==> src/rtl/tld_pkg.sv <==
package tld_pkg;

  // Fail-safe substitution for a lane marked absent: the bit reads as one.
  function automatic logic fs_bit(input logic raw, input logic present);
    return present ? raw : 1'b1;
  endfunction

  // Strobe level for a given phase since the last word update.
  function automatic logic strobe_level(input int unsigned phase, input int unsigned bits);
    return phase >= (bits / 2);
  endfunction

  // Counter width for an index 0..n-1.
  function automatic int unsigned idx_width(input int unsigned n);
    return (n > 1) ? $clog2(n) : 1;
  endfunction

endpackage

==> src/rtl/tld_align.sv <==
module tld_align
  import tld_pkg::*;
#(
  parameter int BITS = 7,
  parameter int CW   = 3
) (
  input  logic          clk,
  input  logic          rst,
  input  logic          fclk_i,
  input  logic          active_i,
  output logic          start_o,
  output logic          take_o,
  output logic          done_o,
  output logic [CW-1:0] idx_o
);
  localparam logic [CW-1:0] LAST = CW'(BITS - 1);

  logic          fclk_d;
  logic          busy_q;
  logic [CW-1:0] cnt_q;
  logic          rise;

  assign rise    = fclk_i & ~fclk_d;
  assign start_o = active_i & rise;
  assign take_o  = active_i & (start_o | busy_q);
  assign idx_o   = start_o ? '0 : cnt_q;
  assign done_o  = take_o & (idx_o == LAST);

  always_ff @(posedge clk) begin
    if (rst) begin
      fclk_d <= 1'b0;
      busy_q <= 1'b0;
      cnt_q  <= '0;
    end else begin
      fclk_d <= fclk_i;
      if (!active_i) begin
        busy_q <= 1'b0;
        cnt_q  <= '0;
      end else if (take_o) begin
        if (idx_o == LAST) begin
          busy_q <= 1'b0;
          cnt_q  <= '0;
        end else begin
          busy_q <= 1'b1;
          cnt_q  <= idx_o + CW'(1);
        end
      end
    end
  end


  start_step_chk: assert property (@(posedge clk) disable iff (rst)
    start_o |=> (cnt_q == CW'(1)) && busy_q);


  restart_zero_chk: assert property (@(posedge clk) disable iff (rst)
    (busy_q && start_o) |=> (cnt_q == CW'(1)));

endmodule

==> src/rtl/tld_lane.sv <==
module tld_lane
  import tld_pkg::*;
#(
  parameter int BITS = 7,
  parameter int CW   = 3
) (
  input  logic            clk,
  input  logic            rst,
  input  logic            take_i,
  input  logic [CW-1:0]   idx_i,
  input  logic            serial_i,
  input  logic            present_i,
  output logic [BITS-1:0] word_o
);
  logic [BITS-1:0] sh_q;
  logic            bit_s;

  assign bit_s = fs_bit(serial_i, present_i);

  always_ff @(posedge clk) begin
    if (rst) begin
      sh_q <= '0;
    end else if (take_i) begin
      for (int j = 0; j < BITS; j++) begin
        if (idx_i == CW'(j)) sh_q[j] <= bit_s;
      end
    end
  end

  // Word including the bit sampled in this cycle, used on completion.
  always_comb begin
    for (int j = 0; j < BITS; j++) begin
      word_o[j] = (take_i && (idx_i == CW'(j))) ? bit_s : sh_q[j];
    end
  end

endmodule

==> src/rtl/tld_pipe.sv <==
module tld_pipe
  import tld_pkg::*;
#(
  parameter int W     = 21,
  parameter int BITS  = 7,
  parameter int DEPTH = 2
) (
  input  logic         clk,
  input  logic         rst,
  input  logic         pdn_n_i,
  input  logic         fok_i,
  input  logic         done_i,
  input  logic [W-1:0] word_i,
  output logic [W-1:0] word_o,
  output logic         wclk_o
);
  localparam int          OW    = idx_width(BITS);
  localparam logic [OW-1:0] LASTP = OW'(BITS - 1);

  logic [W-1:0]     st_q [DEPTH];
  logic [DEPTH-1:0] v_q;
  logic [W-1:0]     out_q;
  logic             ovalid_q;
  logic [OW-1:0]    ocnt_q;
  logic             flush;
  logic             upd;

  assign flush = ~pdn_n_i | ~fok_i;
  assign upd   = done_i & v_q[DEPTH-1];

  always_ff @(posedge clk) begin
    if (rst) begin
      v_q      <= '0;
      out_q    <= '0;
      ovalid_q <= 1'b0;
      ocnt_q   <= '0;
      for (int i = 0; i < DEPTH; i++) st_q[i] <= '0;
    end else begin
      if (flush) begin
        v_q <= '0;
      end else if (done_i) begin
        st_q[0] <= word_i;
        v_q[0]  <= 1'b1;
        for (int i = 1; i < DEPTH; i++) begin
          st_q[i] <= st_q[i-1];
          v_q[i]  <= v_q[i-1];
        end
      end
      if (!pdn_n_i) begin
        out_q    <= '0;
        ovalid_q <= 1'b0;
      end else if (upd) begin
        out_q    <= st_q[DEPTH-1];
        ovalid_q <= 1'b1;
      end
      if (upd)                  ocnt_q <= '0;
      else if (ocnt_q != LASTP) ocnt_q <= ocnt_q + OW'(1);
    end
  end

  assign word_o = pdn_n_i ? out_q : '0;
  assign wclk_o = pdn_n_i & fok_i & ovalid_q & strobe_level(int'(ocnt_q), BITS);


  pdn_clear_chk: assert property (@(posedge clk) disable iff (rst)
    !pdn_n_i |=> (out_q == '0) && !ovalid_q);


  hold_dead_chk: assert property (@(posedge clk) disable iff (rst)
    (pdn_n_i && !fok_i) |=> $stable(out_q));


  strobe_stable_chk: assert property (@(posedge clk) disable iff (rst)
    $rose(wclk_o) |-> $stable(out_q));


  first_word_chk: assert property (@(posedge clk) disable iff (rst)
    $rose(ovalid_q) |-> $past(done_i));

endmodule

==> src/rtl/tri_lane_deser.sv <==
module tri_lane_deser
  import tld_pkg::*;
#(
  parameter int LANES = 3,
  parameter int BITS  = 7,
  parameter int LAT   = 2
) (
  input  logic                  clk,
  input  logic                  rst,
  input  logic                  frame_clk_i,
  input  logic [LANES-1:0]      lanes_i,
  input  logic [LANES-1:0]      lane_ok_i,
  input  logic                  fclk_ok_i,
  input  logic                  pdn_n_i,
  output logic [LANES*BITS-1:0] word_o,
  output logic                  wclk_o
);
  localparam int W  = LANES * BITS;
  localparam int CW = idx_width(BITS);

  logic          active;
  logic          start_s;
  logic          take_s;
  logic          done_s;
  logic [CW-1:0] idx_s;
  logic [W-1:0]  cap_word;

  assign active = pdn_n_i & fclk_ok_i;

  tld_align #(.BITS(BITS), .CW(CW)) u_align (
    .clk      (clk),
    .rst      (rst),
    .fclk_i   (frame_clk_i),
    .active_i (active),
    .start_o  (start_s),
    .take_o   (take_s),
    .done_o   (done_s),
    .idx_o    (idx_s)
  );

  for (genvar k = 0; k < LANES; k++) begin : g_lane
    tld_lane #(.BITS(BITS), .CW(CW)) u_lane (
      .clk       (clk),
      .rst       (rst),
      .take_i    (take_s),
      .idx_i     (idx_s),
      .serial_i  (lanes_i[k]),
      .present_i (lane_ok_i[k]),
      .word_o    (cap_word[k*BITS +: BITS])
    );
  end

  tld_pipe #(.W(W), .BITS(BITS), .DEPTH(LAT)) u_pipe (
    .clk     (clk),
    .rst     (rst),
    .pdn_n_i (pdn_n_i),
    .fok_i   (fclk_ok_i),
    .done_i  (done_s),
    .word_i  (cap_word),
    .word_o  (word_o),
    .wclk_o  (wclk_o)
  );


  no_capture_dead_chk: assert property (@(posedge clk) disable iff (rst)
    !fclk_ok_i |-> !done_s && !start_s);

endmodule

==> config.mk <==
export PLATFORM = sky130hd
export DESIGN_NAME = tri_lane_deser
export DESIGN_NICKNAME = d
export VERILOG_FILES = /design/src/rtl/tld_pkg.sv /design/src/rtl/tld_align.sv /design/src/rtl/tld_lane.sv /design/src/rtl/tld_pipe.sv /design/src/rtl/tri_lane_deser.sv
export SDC_FILE = /design/constraint.sdc
export NUM_CORES = 1
export LEC_CHECK = 0
export CORE_MARGIN = 2
export CORE_UTILIZATION = 35
export DETAILED_ROUTE_END_ITERATION = 10
export SLEW_MARGIN = 20
export SYNTH_ARGS = -nofsm -noshare
export SYNTH_HDL_FRONTEND = slang
export SYNTH_SLANG_ARGS = --single-unit
==> constraint.sdc <==
create_clock -name clk -period 5.7 [get_ports clk]
set_input_delay 1.71 -clock clk [delete_from_list [all_inputs] [get_ports clk]]
set_output_delay 1.71 -clock clk [all_outputs]
set_load 0.02 [all_outputs]
; ---- Word-level counts from Yosys, hierarchy flattened
; Memories as Yosys holds them, arrays and structs flattened. A register that Yosys moved wholly into a read port is not among the register bits.
; Cells that the tools add are included.
[totals]
regBits = 32
latch_bits = 0
ram_bits = 42
rom_bits = 0
output_inout_bits = 22
word_cells = 109
n_memories = 1
[op_classes]
add_sub_neg = 2
n_mul = 0
div = 0
n_lt_le_gt_ge = 1
eq_ne = 7
shift = 0
n_mux = 36
bitwise_logic = 16
reduce_logical = 19
[memory_table]
columns = memory, words, word_bits, rd, rd_ports_with_merged_regs, write_ports, line
row1 = u_pipe.st_q, 2, 21, 2, 1, 2, tld_pipe.sv:20  ; logic [W-1:0] st_q [DEPTH];
[op_table]
columns = operator, count
row1 = $mux W21, 3
row2 = $mux W1, 31
row3 = $reduce_and A2 Y1, 7
row4 = $eq A3 B3 Y1 const B, 3
row5 = $and A1 B1 Y1, 8
row6 = $reduce_or A2 Y1, 4
row7 = $logic_and A1 B1 Y1, 7
row8 = $add A3 B1 Y3 const B, 2
row9 = $eq A3 B2 Y1 const B, 2
row10 = $mux W3, 2
row11 = $not A1 Y1, 4
row12 = $or A1 B1 Y1, 4
row13 = $eq A3 B1 Y1 const B, 1
row14 = $ge A3 B2 Y1 const B, 1
row15 = $logic_not A3 Y1, 1
row16 = $ne A3 B3 Y1 const B, 1

; ---- Logic depth before layout (Yosys ltp)
; Gate-level depths: netlist (run 1).
[depth]
ltp_word = 11
depth_mapped = 8
depth_no_buf = 7

; ---- Cells and area by module
; From an unflattened synthesis (run 1), not the netlist that was laid out.
[unflattened]
cells_unflattened = 357
area_unflattened_um2 = 4342.9
[by_module_without_submodules]
columns = module, instances, cells_per_inst, area_each_um2, seq_area_each_um2
row1 = tld_pipe, 1, 238, 2910.3, 1801.7
row2 = tld_lane, 3, 29, 381.6, 140.1
row3 = tld_align, 1, 31, 281.5, 100.1
row4 = tri_lane_deser, 1, 1, 6.3, 0.0

; ---- Least setup slack after synthesis (run 1)
; OpenSTA, ideal clock, no wires.
[synth_timing]
path_type = input to output
startpoint = input port pdn_n_i
endpoint = output port wclk_o
t_arrival_ns = 2.670
required_ns = 3.990
setup_slack_ns = 1.320
path_stages = 5
path_buffers = 2
cell_sequence = buf_2 > and2_1 > clkbuf_1 > nand2_1 > nor2_1
[synth_via]
elab_chain_cells = 3
[synth_lines]
columns = element, line
row1 = start: declaration, tri_lane_deser.sv:14  ; input logic pdn_n_i,
row2 = $and A1 B1 Y1 (3 in a row), tld_pipe.sv:62  ; assign wclk_o = pdn_n_i & fok_i & ovalid_q & strobe_level(int'(ocnt_q), BITS);
row3 = end: declaration, tri_lane_deser.sv:16  ; output logic wclk_o
; No other way between the ends.

; ---- Worst setup path after layout (run 1)
[layout_timing]
startpoint = input port fclk_ok_i
endpoint = output port wclk_o
[layout_via]
elab_chain_cells = 3
[layout_lines]
columns = element, line
row1 = start: declaration, tri_lane_deser.sv:13  ; input logic fclk_ok_i,
row2 = $and A1 B1 Y1 (3 in a row), tld_pipe.sv:62
; No other way between the ends.

==> impl_metrics.ini, run 1 <==
[pwr]
p_leak_nw = 1.57
power_density_nw_per_um2 = 295
power_mw = 1.41
power.internal_mw = 1.11
vdd.ir_drop.worst_mv = 0.137
p_switching_mw = 0.295
clock_power_share_pct = 45.2
power_frac_seq_pct = 50.5
combinationalPowerShare_pct = 4.3
sw_frac_of_total_pct = 21.0

[clock_tree]
cts.clk_slew.worst_paths_ns = 0.06
ctsHoldBuffers = 0
cts_buffer_depth = 2
clock-sinks = 92
postCtsSetupBuffers = 0
cts_buffers = 9
cts_resized = 0
cts_tree = done
htree_levels = 3
cts_root_buf = clkbuf_16
clk_latency_ns = 0.34

[grt]
grt_max_degree = 43
grt_first_pass_wirelength_mm = 12.9
grt_overflow_total = 0
grt_pass1_vias = 2539
grt.total_usage_pct = 12.9
antenna_found_initial = 0

[sta]
rsz0062_at_grt = no
finalCritPeriodShare_pct = 88.2
fin_ws_ns = 0.670
relSlewSlack_pct = 36.0
maxSlewViolCount = 0
fmax_mhz = 199
hold_viol = 0
hold-worst-slack_ns = 0.452
finalSetupTns_ns = 0
setup_viol = 0
worst_slew_pin_slew_ns = 0.960
fin_crit_ns = 5.03
finClkSkew_ns = 0.00777

[die]
die_x_um = 111
initial_utilization_pct = 35.7
die_y_um = 111
die_area_um2 = 12400
core_area_um2 = 11300
io_pins = 33
num_rows = 39

[worst_setup_path]
crit_fanout = 9
reg2reg_depth = 4
rr_endpoint = u_pipe.out_q[8]$_SDFFE_PP0P_
cpPeakStageDelay_ns = 0.62
critPathCaptureType = primary output
r2r_start = u_align.busy_q$_SDFFE_PP0N_
cp.required_ns = 3.99
slowest_stage = clkdlybuf4s50_1
cp-start-kind = input port
path_cells = clkdlybuf4s50_1 > and2_1 > nand2_1 > nor2_1 > clkdlybuf4s50_1
r2r_slack_ns = 3.09
cp_data_arrival_time_ns = 3.32
crit_type = input port to primary output
crit_path_frequent_cell = clkdlybuf4s50_1

[routing]
drt_iter0_drc = 189
routed_via_density = 5.03
drcViolationCount = 0
ant_nets = 0
vias = 2740
routedWlPerCell_um = 13.9
drt-pass1-iter-count = 4
wirelength_mm = 7.58

[hold_path]
hp-start = u_pipe.out_q[9]$_SDFFE_PP0P_
hold_path_end = u_pipe.out_q[9]$_SDFFE_PP0P_
hold_depth = 2
hold_class = flop to flop

[yosys]
synth_cell_types = 44
yosysWarnings = 0
synth_cells = 380
avgSynthCellArea_um2 = 10.6
synthArstFlopShare_pct = 0
seq_area_frac_synth_pct = 56.0
synth_area_um2 = 4040
synth_seq_cells = 92
syn_nets = 395
synthFlopType = dfxtp_1
synth-edff-count = 42

[finish]
fin_cells = 545
fillers = 1094
multi_input_area_um2 = 1600
diodes = 0
final_area_um2 = 4770
fin_util_pct = 42.1
areaGrowthSynthToFinish_pct = 18.2
num-nets-final = 412
area.sequential_um2 = 2260
drive_above_1_share_pct = 9.45

[placement]
place_ws_ns = 0.664
place_area_um2 = 4450
hpwlAfterDp_mm = 4.80
dp_cells = 529
io_buffer_count = 32
gp_congestion = 0.817

[outcome]
status = finished, final reports clean

[flow_run]
drv_cap = 0
-- metal layers --
layer / vias to the layer above / track usage, % / wire (um)
met5: - / 0 / 0
met4: 0 / 5.43 / 118
met3: 8 / 3.92 / 491
met2: 74 / 19.7 / 3450
met1: 1275 / 17.2 / 3510
li1: 1383 / - / -
-- worst max-delay path: cells and delay by family --
kind	cells	cell delay [ns]
buffers and inverters	2	1.23
AND/OR/NAND/NOR	3	0.38
-- power groups by stage --
| stage | clock (mW) | sequential [mW] | combinational, mW |
|---|---|---|---|
| after floorplan | 0 | 0.722 | 0.0417 |
| after global placement | 0 | 0.724 | 0.0589 |
| after detailed placement | 0 | 0.725 | 0.0601 |
| after CTS | 0.652 | 0.710 | 0.0604 |
| after global routing | 0.685 | 0.712 | 0.0671 |
| final | 0.636 | 0.710 | 0.0598 |
-- synthesized netlist by cell type, types with 2 or more instances --
cell type | n | share of area (%)
a21boi_0 | 2 | 0.37
dfxtp_1 | 50 | 25
nand2_1 | 48 | 4.5
edfxtp_1 | 42 | 31
and4_1 | 2 | 0.43
a211oi_1 | 11 | 2.0
a31oi_1 | 15 | 2.3
o21ai_0 | 3 | 0.37
o31ai_1 | 2 | 0.37
nand3_1 | 2 | 0.25
nor4_1 | 13 | 2.0
nand4_1 | 4 | 0.62
and4bb_2 | 2 | 0.62
or2_2 | 2 | 0.31
a211oi_2 | 3 | 0.93
nand4bb_1 | 2 | 0.56
mux2i_1 | 21 | 5.2
o21a_1 | 2 | 0.37
inv_1 | 7 | 0.65
ha_1 | 4 | 1.2
clkbuf_1 | 24 | 2.2
buf_6 | 2 | 0.56
buf_2 | 5 | 0.62
nor2b_1 | 4 | 0.62
nor2_1 | 7 | 0.65
buf_4 | 2 | 0.37
a21oi_1 | 6 | 0.74
nand2b_1 | 6 | 0.93
o211ai_1 | 2 | 0.37
and2_1 | 53 | 8.2
nor3_1 | 19 | 2.4
-- layout by cell type, fill, tap and decap left out, types with 2 or more instances in the layout --
master | netlist | routed
nor3_1 | 19 | 19
o21a_1 | 2 | 2
and2_1 | 53 | 53
o31ai_1 | 2 | 2
bufinv_16 | 0 | 2
inv_1 | 7 | 7
or2_2 | 2 | 2
mux2i_1 | 21 | 21
a211oi_2 | 3 | 3
nand3_1 | 2 | 2
a31oi_1 | 15 | 15
buf_4 | 2 | 8
a21boi_0 | 2 | 2
nor2b_1 | 4 | 3
and4_1 | 2 | 2
dfxtp_1 | 50 | 50
o211ai_1 | 2 | 2
edfxtp_1 | 42 | 42
nand2_1 | 48 | 48
nand2b_1 | 6 | 6
a21oi_1 | 6 | 6
clkdlybuf4s50_1 | 0 | 32
clkbuf_16 | 0 | 9
o21ai_0 | 3 | 3
nor2_1 | 7 | 7
clkinv_2 | 0 | 2
ha_1 | 4 | 4
and4bb_2 | 2 | 2
a211oi_1 | 11 | 11
nor4_1 | 13 | 12
nand4_1 | 4 | 4
nand4bb_1 | 2 | 2
-- how the worst max path moves through the flow --
stage	startpoint	endpoint	slack, ns	depth (start not counted)
floorplan	pdn_n_i	wclk_o	1.32	5
global route	fclk_ok_i	wclk_o	0.59	5
detailed placement	fclk_ok_i	wclk_o	0.66	5
finish	fclk_ok_i	wclk_o	0.67	5
CTS	fclk_ok_i	wclk_o	0.65	5
global placement	fclk_ok_i	wclk_o	0.68	5
-- cells by family after synthesis --
family	count (synthesis)	synth area share, %
compound gates	50	8.90
xor+xnor	1	0.217
fa+ha+maj	4	1.24
buf+inv	41	4.53
flops	92	56.0
mux	21	5.21
simple gates	171	23.9
-- state kept, by name (all words and copies together) (netlist names) --
register / count
u_align.cnt_q: 3
u_pipe.st_q: 42
u_pipe.ocnt_q: 3
g_lane.u_lane.sh_q: 18
u_pipe.out_q: 21
u_align.fclk_d: 1
u_pipe.v_q: 2
u_pipe.ovalid_q: 1
u_align.busy_q: 1
-- area by class of cell --
type | count | share of cell area [%]
Sequential cell | 92 | 47.4
Multi-Input combinational cell | 247 | 33.5
Timing Repair Buffer | 40 | 7.97
Clock buffer | 9 | 4.72
Tap cell | 143 | 3.75
Clock inverter | 7 | 2.05
Inverter | 7 | 0.551
No activity file was read; power rests on OpenSTA's default activity.
==> run 2: changes to the inputs <==
--- a/config.mk
+++ b/config.mk
@@ -6,9 +6,10 @@
 export NUM_CORES = 1
 export LEC_CHECK = 0
 export CORE_MARGIN = 2
-export CORE_UTILIZATION = 35
+export CORE_UTILIZATION = 50
 export DETAILED_ROUTE_END_ITERATION = 10
-export SLEW_MARGIN = 20
+export PLACE_DENSITY = 0.7
+export SKIP_CTS_REPAIR_TIMING = 1
 export SYNTH_ARGS = -nofsm -noshare
 export SYNTH_HDL_FRONTEND = slang
 export SYNTH_SLANG_ARGS = --single-unit
==> run 2 against run 1 <==
Effect of this change:
- first-iteration DRC count shrank 29%
- largest power group unchanged
- sequential power about the same
- combinational power shrank 2%
- register-to-register slack better by 0.11 ns
- non-clock buffer count shrank 1
- die area down 29%
- worst hold slack improved by 0.0016 ns
- design area decreased by 3.9%
- clock skew fell by 0.0013 ns
- clock power decreased by 33%
==> impl_metrics.ini, run 2 (synthesis gave the netlist of run 1 again) <==
[placement]
io_buffer_count = 32
gp_congestion = 0.843
hpwlAfterDp_mm = 4.50
place_area_um2 = 4390

[die]
die_area_um2 = 8810
die_x_um = 93.9
initial_utilization_pct = 52.0
die_y_um = 93.9
io_pins = 33
core_area_um2 = 7770
num_rows = 32

[clock_tree]
htree_levels = 3
cts.clk_slew.worst_paths_ns = 0.09
clk_latency_ns = 0.35
clock-sinks = 92
cts_tree = done
cts_root_buf = clkbuf_8
cts_buffers = 9
cts_buffer_depth = 2

[hold_path]
hold_class = flop to flop
hold_depth = 2

[sta]
hold_viol = 0
worst_slew_pin_slew_ns = 1.01
fmax_mhz = 198
finClkSkew_ns = 0.00647
setup_viol = 0
fin_crit_ns = 5.05
finalCritPeriodShare_pct = 88.5
rsz0062_at_grt = no
maxSlewViolCount = 0
relSlewSlack_pct = 32.4
finalSetupTns_ns = 0

[grt]
grt_pass1_vias = 2584
grt_overflow_total = 0
grt.total_usage_pct = 18.2
grt_max_degree = 44
antenna_found_initial = 0
grt_first_pass_wirelength_mm = 12.5

[finish]
top_register = u_pipe.st_q
fillers = 659
final_area_um2 = 4590
diodes = 0
final_cell_mix = 53 x and2_1, 50 x dfxtp_1, 48 x nand2_1, 42 x edfxtp_1, 32 x clkdlybuf4s50_1
largest_reg_flops = 42
fin_util_pct = 59.0
final_common_cell = and2_1
top_regs = u_pipe.st_q (42), u_pipe.out_q (21), g_lane.u_lane.sh_q (18)
drive_above_1_share_pct = 8.98
areaGrowthSynthToFinish_pct = 13.6
num-nets-final = 411

[flow_run]
drv_cap = 0

[worst_setup_path]
cp.required_ns = 3.99
cp_data_arrival_time_ns = 3.34
reg2reg_depth = 7
critPathCaptureType = primary output
crit_type = input port to primary output
cp-start-kind = input port
crit_fanout = 9

[outcome]
status = finished, final reports clean

[pwr]
vdd.ir_drop.worst_mv = 0.105
power_density_nw_per_um2 = 261
p_leak_nw = 1.51

[routing]
wirelength_mm = 7.17
drcViolationCount = 0
routed_via_density = 5.36
vias = 2695
ant_nets = 0
drt-pass1-iter-count = 4
routedWlPerCell_um = 14.3
drt_iter0_drc = 135
==> run 2: power breakdown <==
part | leakage, nW | internal, mW | switching (mW) | total (mW)
clock network | 0.0985 | 0.200 | 0.228 | 0.428
registers | 0.837 | 0.702 | 0.00695 | 0.709
logic | 0.570 | 0.0200 | 0.0386 | 0.0585
==> run 2: layout make-up <==
type / count / area (um2) / share of cell area, %
inverters: 7 / 26.3 / 0.573
flip-flops and latches: 92 / 2260 / 49.3
well taps: 102 / 128 / 2.78
clock inverters: 4 / 30.0 / 0.655
repair buffers: 39 / 373 / 8.13
clock buffers: 12 / 166 / 3.63
multi-input cells: 247 / 1600 / 34.9
==> run 2: worst max-delay path: stages <==
cell and delay [ns]:
clkdlybuf4s50_1 0.63, and2_1 0.24, nand2_1 0.07, nor2_1 0.08, clkdlybuf4s50_1 0.60
==> run 2: stage by stage <==
stage / hold WS (ns) / setup WS (ns) / std cells / total power, mW
2_1_floorplan: 0.430 / 1.32 / 380 / 0.764
3_3_place_gp: 0.438 / 0.670 / 487 / 0.782
3_5_place_dp: 0.444 / 0.659 / 487 / 0.783
4_1_cts: 0.457 / 0.638 / 503 / 1.21
5_1_grt: 0.486 / 0.574 / 503 / 1.24
6_report: 0.453 / 0.653 / 503 / 1.20
==> run 2: metal layers <==
| metal | vias up | global-route usage (%) | wire length [um] |
|---|---|---|---|
| met5 | - | 0 | 0 |
| met2 | 57 | 28.5 | 3320 |
| met1 | 1247 | 24.5 | 3480 |
| met4 | 0 | 7.85 | 91 |
| li1 | 1384 | - | - |
| met3 | 7 | 3.69 | 282 |
==> run 2: worst paths after layout <==
path,from,endpoint,slack [ns]
worst min-delay path,u_pipe.out_q[6]$_SDFFE_PP0P_,u_pipe.out_q[6]$_SDFFE_PP0P_,0.45
worst max-delay path,fclk_ok_i,wclk_o,0.65
worst min register to register,u_pipe.out_q[6]$_SDFFE_PP0P_,u_pipe.out_q[6]$_SDFFE_PP0P_,0.45
worst max register to register,u_align.fclk_d$_SDFF_PP0_,u_pipe.st_q[0][3]$_SDFFCE_PN0P_,3.20
==> run 3: changes to the inputs <==
--- a/config.mk
+++ b/config.mk
@@ -8,6 +8,7 @@
 export CORE_MARGIN = 2
 export CORE_UTILIZATION = 50
 export DETAILED_ROUTE_END_ITERATION = 10
+export GPL_TIMING_DRIVEN = 0
 export PLACE_DENSITY = 0.7
 export SKIP_CTS_REPAIR_TIMING = 1
 export SYNTH_ARGS = -nofsm -noshare
==> constraint.sdc (replaced) <==
create_clock -name clk -period 5.7 [get_ports clk]
set_input_delay 1.14 -clock clk [delete_from_list [all_inputs] [get_ports clk]]
set_output_delay 1.14 -clock clk [all_outputs]
set_load 0.02 [all_outputs]
==> run 3 against run 2 <==
Effect of this change:
- power grew 2.8%
- first-iteration DRC count grew 16%
- worst setup slack gained 0.63 ns
- design area grew 2.1%
==> impl_metrics.ini, run 3 (synthesis gave the netlist of run 1 again) <==
[finish]
largest_reg_flops = 42
multi_input_area_um2 = 1590
fin_cells = 529
area.sequential_um2 = 2260
final_common_cell = and2_1
final_cell_mix = 53 x and2_1, 50 x dfxtp_1, 48 x nand2_1, 42 x edfxtp_1, 31 x clkdlybuf4s50_1
fillers = 648
areaGrowthSynthToFinish_pct = 16.0
top_register = u_pipe.st_q
num-nets-final = 437
diodes = 0
drive_above_1_share_pct = 8.43
fin_util_pct = 60.3
top_regs = u_pipe.st_q (42), u_pipe.out_q (21), g_lane.u_lane.sh_q (18)

[grt]
grt_pass1_vias = 2710
grt_overflow_total = 0
antenna_found_initial = 0
grt_max_degree = 43
grt_first_pass_wirelength_mm = 13.3
grt.total_usage_pct = 19.4

[clock_tree]
cts_root_buf = clkbuf_8
clk_latency_ns = 0.35
cts_buffer_depth = 2
clock-sinks = 92
htree_levels = 3
cts.clk_slew.worst_paths_ns = 0.09
cts_buffers = 9
cts_tree = done

[placement]
io_buffer_count = 31
dp_cells = 513
hpwlAfterDp_mm = 5.63
gp_congestion = 0.935

[worst_setup_path]
crit_type = input port to primary output
slowest_stage = clkdlybuf4s50_1
cpPeakStageDelay_ns = 0.60
critPathTopFamily = buffers and inverters
cp-start-kind = input port
path_buf_inv = 4
crit_fanout = 10
crit_path_frequent_cell = clkdlybuf4s50_1
cp_data_arrival_time_ns = 3.28
critPathCaptureType = primary output
path_cells = clkdlybuf4s50_1 > buf_2 > and2_1 > clkbuf_1 > nand2_1 > nor2_1 > clkdlybuf4s50_1
cp.required_ns = 4.56

[die]
io_pins = 33
die_y_um = 93.9
initial_utilization_pct = 52.0
core_area_um2 = 7770
die_area_um2 = 8810
die_x_um = 93.9
num_rows = 32

[routing]
vias = 2882
routedWlPerCell_um = 15.0
ant_nets = 0
drcViolationCount = 0
wirelength_mm = 7.96
routed_via_density = 5.45
drt-pass1-iter-count = 4
drt_iter0_drc = 156

[sta]
finalSetupTns_ns = 0
hold_viol = 0
fmax_mhz = 226
finClkSkew_ns = 0.0121
relSlewSlack_pct = 38.3
maxSlewViolCount = 0
fin_crit_ns = 4.42
finalCritPeriodShare_pct = 77.5
worst_slew_pin_slew_ns = 0.925
rsz0062_at_grt = no
setup_viol = 0

[pwr]
vdd.ir_drop.worst_mv = 0.129
p_leak_nw = 1.55
power_density_nw_per_um2 = 262

[hold_path]
hold_class = flop to flop

[flow_run]
drv_cap = 0

[outcome]
status = finished, final reports clean
## run 3: final timing paths
check,startpoint,endpoint,slack [ns],cells past startpoint
min reg2reg,u_pipe.out_q[17]$_SDFFE_PP0P_,u_pipe.out_q[17]$_SDFFE_PP0P_,0.46,2
min,u_pipe.out_q[17]$_SDFFE_PP0P_,u_pipe.out_q[17]$_SDFFE_PP0P_,0.46,2
max,pdn_n_i,wclk_o,1.28,7
max reg2reg,u_align.fclk_d$_SDFF_PP0_,u_pipe.st_q[0][17]$_SDFFCE_PN0P_,3.39,8
## run 3: layer usage
layer | routed length, um | GRT usage [%]
met3 | 421 | 4.41
met4 | 102 | 5.68
met5 | 0 | 0
met2 | 3840 | 33.2
met1 | 3590 | 24.7
## run 3: worst min-delay path, cell delays in order (launching register included)
cell and delay, ns:
dfxtp_1 0.31, nand2_1 0.05, mux2i_1 0.05
## run 3: area by class of cell
type | count | area share [%]
well taps | 102 | 2.73
multi-input cells | 247 | 34.0
inverters | 7 | 0.561
clock buffers | 11 | 3.02
plain buffers | 34 | 3.34
flip-flops and latches | 92 | 48.3
clock inverters | 5 | 1.44
repair buffers | 31 | 6.63
## run 3: where the power goes
| group | total (mW) | switching [mW] | internal, mW |
|---|---|---|---|
| logic | 0.0633 | 0.0428 | 0.0206 |
| clock network | 0.458 | 0.236 | 0.221 |
| registers | 0.708 | 0.00611 | 0.702 |
## run 3: per-stage QoR
stage	power [mW]	worst slack [ns]	hold slack, ns	area [um2]
after floorplan	0.764	2.46	0.430	4040
after global placement	0.785	1.29	0.439	4470
after detailed placement	0.787	1.29	0.442	4470
after CTS	1.24	1.28	0.461	4680
after global routing	1.27	1.11	0.482	4680
final	1.23	1.28	0.456	4680
